`src/rtl/urxf_pkg.sv`:
```
package urxf_pkg;
  // Per-cycle operation applied to the storage chain
  typedef struct packed {
    logic clr;    // empty every slot
    logic shift;  // move every slot one step toward the head
    logic wr;     // write one slot after the shift
  } urxf_op_t;
endpackage

```
`src/rtl/urxf_store.sv`:
```
module urxf_store
  import urxf_pkg::*;
#(
  parameter int W     = 8,
  parameter int DEPTH = 4,
  localparam int IW   = (DEPTH > 1) ? $clog2(DEPTH) : 1
) (
  input  logic          clk,
  input  logic          rst,
  input  urxf_op_t      op,
  input  logic [IW-1:0] wr_idx,
  input  logic [W-1:0]  wr_data,
  output logic [W-1:0]  head
);
  logic [W-1:0] slot_q [DEPTH];

  for (genvar i = 0; i < DEPTH; i++) begin : g_slot
    logic [W-1:0] upstream;
    logic [W-1:0] slot_d;
    if (i == DEPTH - 1) begin : g_tail
      assign upstream = '0;
    end else begin : g_mid
      assign upstream = slot_q[i+1];
    end

    always_comb begin
      slot_d = op.shift ? upstream : slot_q[i];
      if (op.wr && (wr_idx == IW'(i))) slot_d = wr_data;
    end

    always_ff @(posedge clk) begin
      if (rst || op.clr) slot_q[i] <= '0;
      else               slot_q[i] <= slot_d;
    end
  end

  assign head = slot_q[0];
endmodule

```
`src/rtl/urxf_ctrl.sv`:
```
module urxf_ctrl
  import urxf_pkg::*;
#(
  parameter int W     = 8,
  parameter int DEPTH = 4,
  localparam int IW   = (DEPTH > 1) ? $clog2(DEPTH) : 1,
  localparam int CW   = $clog2(DEPTH + 1)
) (
  input  logic          clk,
  input  logic          rst,
  input  logic          rx_en,
  input  logic          push_valid,
  input  logic [W-1:0]  push_data,
  input  logic          brk_evt,
  input  logic          pop,
  input  logic          rx_rst,
  input  logic          dbrk_clr,
  output urxf_op_t      op,
  output logic [IW-1:0] wr_idx,
  output logic [W-1:0]  wr_data,
  output logic          ready_q,
  output logic          full_q,
  output logic          accept_ok,
  output logic          dbrk_q
);
  localparam logic [CW-1:0] CNT_FULL = CW'(DEPTH);
  localparam logic [CW-1:0] CNT_ONE  = CW'(1);

  logic [CW-1:0] cnt_q;
  logic [CW-1:0] cnt_mid;
  logic [CW-1:0] cnt_d;
  logic          pop_eff;
  logic          take_data;
  logic          brk_over;

  assign accept_ok = rx_en && !full_q;
  assign take_data = push_valid && accept_ok && !brk_evt;
  assign pop_eff   = pop && ready_q;

  always_comb begin
    cnt_mid  = pop_eff ? (cnt_q - CNT_ONE) : cnt_q;
    brk_over = brk_evt && (cnt_mid == CNT_FULL);
    op.clr   = rx_rst;
    op.shift = pop_eff && !rx_rst;
    op.wr    = (brk_evt || take_data) && !rx_rst;
    wr_idx   = brk_over ? IW'(DEPTH - 1) : cnt_mid[IW-1:0];
    wr_data  = brk_evt ? '0 : push_data;
    if (rx_rst)                   cnt_d = '0;
    else if (op.wr && !brk_over)  cnt_d = cnt_mid + CNT_ONE;
    else                          cnt_d = cnt_mid;
  end

  always_ff @(posedge clk) begin
    if (rst) begin
      cnt_q   <= '0;
      ready_q <= 1'b0;
      full_q  <= 1'b0;
      dbrk_q  <= 1'b0;
    end else begin
      cnt_q   <= cnt_d;
      ready_q <= (cnt_d != '0);
      full_q  <= (cnt_d == CNT_FULL);
      if (brk_evt)       dbrk_q <= 1'b1;
      else if (dbrk_clr) dbrk_q <= 1'b0;
    end
  end
endmodule

```
`src/rtl/uart_rx_hold_fifo.sv`:
```
module uart_rx_hold_fifo
  import urxf_pkg::*;
#(
  parameter int W     = 8,
  parameter int DEPTH = 4
) (
  input  logic         clk,
  input  logic         rst,
  input  logic         rx_en,
  input  logic         push_valid,
  input  logic [W-1:0] push_data,
  input  logic         brk_evt,
  input  logic         pop,
  input  logic         rx_rst,
  input  logic         dbrk_clr,
  output logic [W-1:0] rd_data,
  output logic         rx_ready,
  output logic         fifo_full,
  output logic         can_accept,
  output logic         dbrk
);
  localparam int IW = (DEPTH > 1) ? $clog2(DEPTH) : 1;

  urxf_op_t      op;
  logic [IW-1:0] wr_idx;
  logic [W-1:0]  wr_data;

  urxf_ctrl #(.W(W), .DEPTH(DEPTH)) u_ctrl (
    .clk(clk), .rst(rst), .rx_en(rx_en), .push_valid(push_valid),
    .push_data(push_data), .brk_evt(brk_evt), .pop(pop), .rx_rst(rx_rst),
    .dbrk_clr(dbrk_clr), .op(op), .wr_idx(wr_idx), .wr_data(wr_data),
    .ready_q(rx_ready), .full_q(fifo_full), .accept_ok(can_accept),
    .dbrk_q(dbrk)
  );

  urxf_store #(.W(W), .DEPTH(DEPTH)) u_store (
    .clk(clk), .rst(rst), .op(op), .wr_idx(wr_idx), .wr_data(wr_data),
    .head(rd_data)
  );
endmodule

```
`config.mk`:
```
export PLATFORM = sky130hd
export DESIGN_NAME = uart_rx_hold_fifo
export DESIGN_NICKNAME = d
export VERILOG_FILES = /design/src/rtl/urxf_pkg.sv /design/src/rtl/urxf_store.sv /design/src/rtl/urxf_ctrl.sv /design/src/rtl/uart_rx_hold_fifo.sv
export SDC_FILE = /design/constraint.sdc
export NUM_CORES = 1
export LEC_CHECK = 0
export BUFFER_PORTS_ARGS = -buffer_cell sky130_fd_sc_hd__buf_2
export CAP_MARGIN = 20
export CORE_MARGIN = 2
export CORE_UTILIZATION = 46
export CTS_BUF_LIST = sky130_fd_sc_hd__clkbuf_16
export CTS_CLUSTER_SIZE = 40
export DETAILED_ROUTE_END_ITERATION = 16
export HOLD_SLACK_MARGIN = 0.06
export PLACE_DENSITY = 0.67
export REMOVE_ABC_BUFFERS = 1
export SLEW_MARGIN = 20
export SYNTH_ARGS = -nofsm -noshare
export SYNTH_HDL_FRONTEND = slang
export SYNTH_SLANG_ARGS = --single-unit
```
`constraint.sdc`:
```
create_clock -name clk -period 2.4 [get_ports clk]
set_input_delay 0.48 -clock clk [delete_from_list [all_inputs] [get_ports clk]]
set_output_delay 0.48 -clock clk [all_outputs]
set_load 0.02 [all_outputs]
```
==> run metrics <==
status=finished, final reports clean; Nets=273; Core Util, Final=57.8%; hpwl dp=2680 um; Syn-to-layout area delta=19.3%; Max Cap Viol=0; Pwr Total=1.44 mW; GP Congestion=0.817; Worst VDD drop=0.000397 V; row cnt=23; slew margin rel.=60.7%; Crit path depth=9; WP buf/inv=3; CTS Buf Count=5; Hold Violations, Final=0; post-route minimum period=2210 ps; clk sink count=38; Final period util=92.0%; final instance area=2350 um^2; via count=1544; first-pass GRT wire length=6840 um; hold_ws=395 ps; commonest cells in the netlist=nand2_1 (64), dfxtp_1 (38), a21oi_1 (26); DRT Wirelength=3960 um; final cell count without fillers=305; Starting Density=48.5%; post-route ant nets=0; Crit path top cell by count=ha_1; cts repair resizes=0; Remaining Overflow, GRT=0; CP startpoint kind=flop; largest net degree at the start of global routing=26; top cell type's share of synthesized area=38.7%; Netlist cell types=34; number of antenna repair diodes=0; H-tree depth=2; final worst slack=192 ps; chip height=69.4 um; Die W=69.4 um; initial antenna violation count=0; LEAKAGE=0.937 nW; WHS Path Cells=2; worst hold path class=in -> reg; count leader, synth=nand2_1; Via density=5.06; Core Area=4060 um^2; hold_buf cts=0; Setup Skew=3.32 ps; CTS tree=built; DRT iter0 DRCs=108; post-synthesis cell area=1970 um^2; count of warnings emitted by yosys=0; clock slew at reported path FFs=60 ps; layout cell share with drive strength beyond 1=32.5%; Required @ worst endpoint=2570 ps; Power Density=615 nW/um^2; Post-synth EDFFs=0; DRT Pass-1 Iters=4; global-route usage over all layers=17.8%; setup repair bufs after CTS=0; RSZ-0062 raised after global routing=false; Top FF cell, synth=dfxtp_1; synthesized flop and latch total=38; Largest stage delay, worst path=320 ps; crit-path leading delay family=adder cells; Placement Cell Area=2210 um^2; Die ar.=4820 um^2; critical path type=reg -> reg; setup violators final=0; Ports=28; Synth Area per Inst=8.99 um^2; setup TNS=0 ps; Placed Cells=297; PortBufs=27; asr flop ratio synth=0%; Peak Freq=453 MHz; post-synthesis sequential area ratio=38.7%; worst skew pair latency=280 ps; Arr. time, crit path=2370 ps; Critical Path Fanout Max=5; slew at the pin with the worst max-slew slack=587 ps; cell taking the most area after synthesis=dfxtp_1; vias in the first global route=1417; Gate Count Post-Synth=219; clock root cell=clkbuf_16; wire per inst=13.0 um; Setup WS pre-CTS=40.7 ps; Synth area leaders=dfxtp_1 (39%), nand2_1 (12%), mux2_2 (9.7%); crit-path cells=inv_1, ha_1, mux2i_4, inv_4, ha_1, a31o_1, nand2b_1, buf_4, mux2_4; Critical Path Sink Type=flop; Final Max Tran Viols=0; R2R cell count=9; critical path's slowest cell=dfxtp_1; Residual DRC=0; Max Buffers Root-to-Sink=2
## cells by family after synthesis
group / count (synthesis) / synth area share, %
and+or+nand+nor: 92 / 22.3
AOI/OAI and AO/OA: 31 / 8.77
DFF: 38 / 38.7
buffers and inverters: 17 / 4.26
xor gates and xnor gates: 4 / 3.12
muxes: 34 / 21.0
adders and majority gates: 3 / 1.91
## power breakdown
part / internal [mW] / total (mW) / switching, mW / leakage (nW)
logic: 0.0796 / 0.183 / 0.104 / 0.558
clock network: 0.375 / 0.614 / 0.239 / 0.0724
registers: 0.641 / 0.646 / 0.00543 / 0.307
total: 1.10 / 1.44 / 0.348 / 0.937
## routing by layer
metal,global-route usage [%],up-vias,wire [um]
li1,-,793,-
met1,23.9,714,1940
met2,27.6,31,1800
met3,3.63,6,150
met4,7.84,0,70
met5,0,-,0
## flip-flops by register name, indices dropped and copies added, names as in the netlist
signal / flops
u_ctrl.cnt_q: 3
u_ctrl.dbrk_q: 1
u_store.slot_q: 32
u_ctrl.ready_q: 1
u_ctrl.full_q: 1
## cell usage in the layout, fill, tap and decap left out, types with 2 or more instances in the layout
cell / synthesis / final
mux2_4: 8 / 8
dfxtp_1: 38 / 38
mux2i_1: 8 / 8
nor2_1: 9 / 9
a21oi_1: 26 / 26
clkbuf_16: 0 / 5
and2_1: 8 / 8
nor3_4: 2 / 2
nand2_1: 64 / 64
mux2_2: 17 / 17
buf_4: 0 / 11
ha_1: 3 / 3
inv_1: 4 / 5
buf_2: 2 / 27
or2_2: 2 / 2
## worst paths after layout
kind              slack (ps)                  start                     to
hold / removal           390                    rst          u_ctrl.dbrk_q
setup reg to reg         190        u_ctrl.cnt_q[0]   u_store.slot_q[0][4]
hold reg to reg          460  u_store.slot_q[1][13]  u_store.slot_q[1][13]
setup / recovery         190        u_ctrl.cnt_q[0]   u_store.slot_q[0][4]
## area by class of cell
type | instances | area [um^2]
clock inverter | 3 | 12.5
sequential | 38 | 761
timing repair buffer | 39 | 238
clock buffer | 5 | 125
tap | 50 | 62.6
inverter | 6 | 25.0
multi-input combinational | 164 | 1120
fill | 381 | 1710
Note: power is estimated with default switching activity, not from simulation.
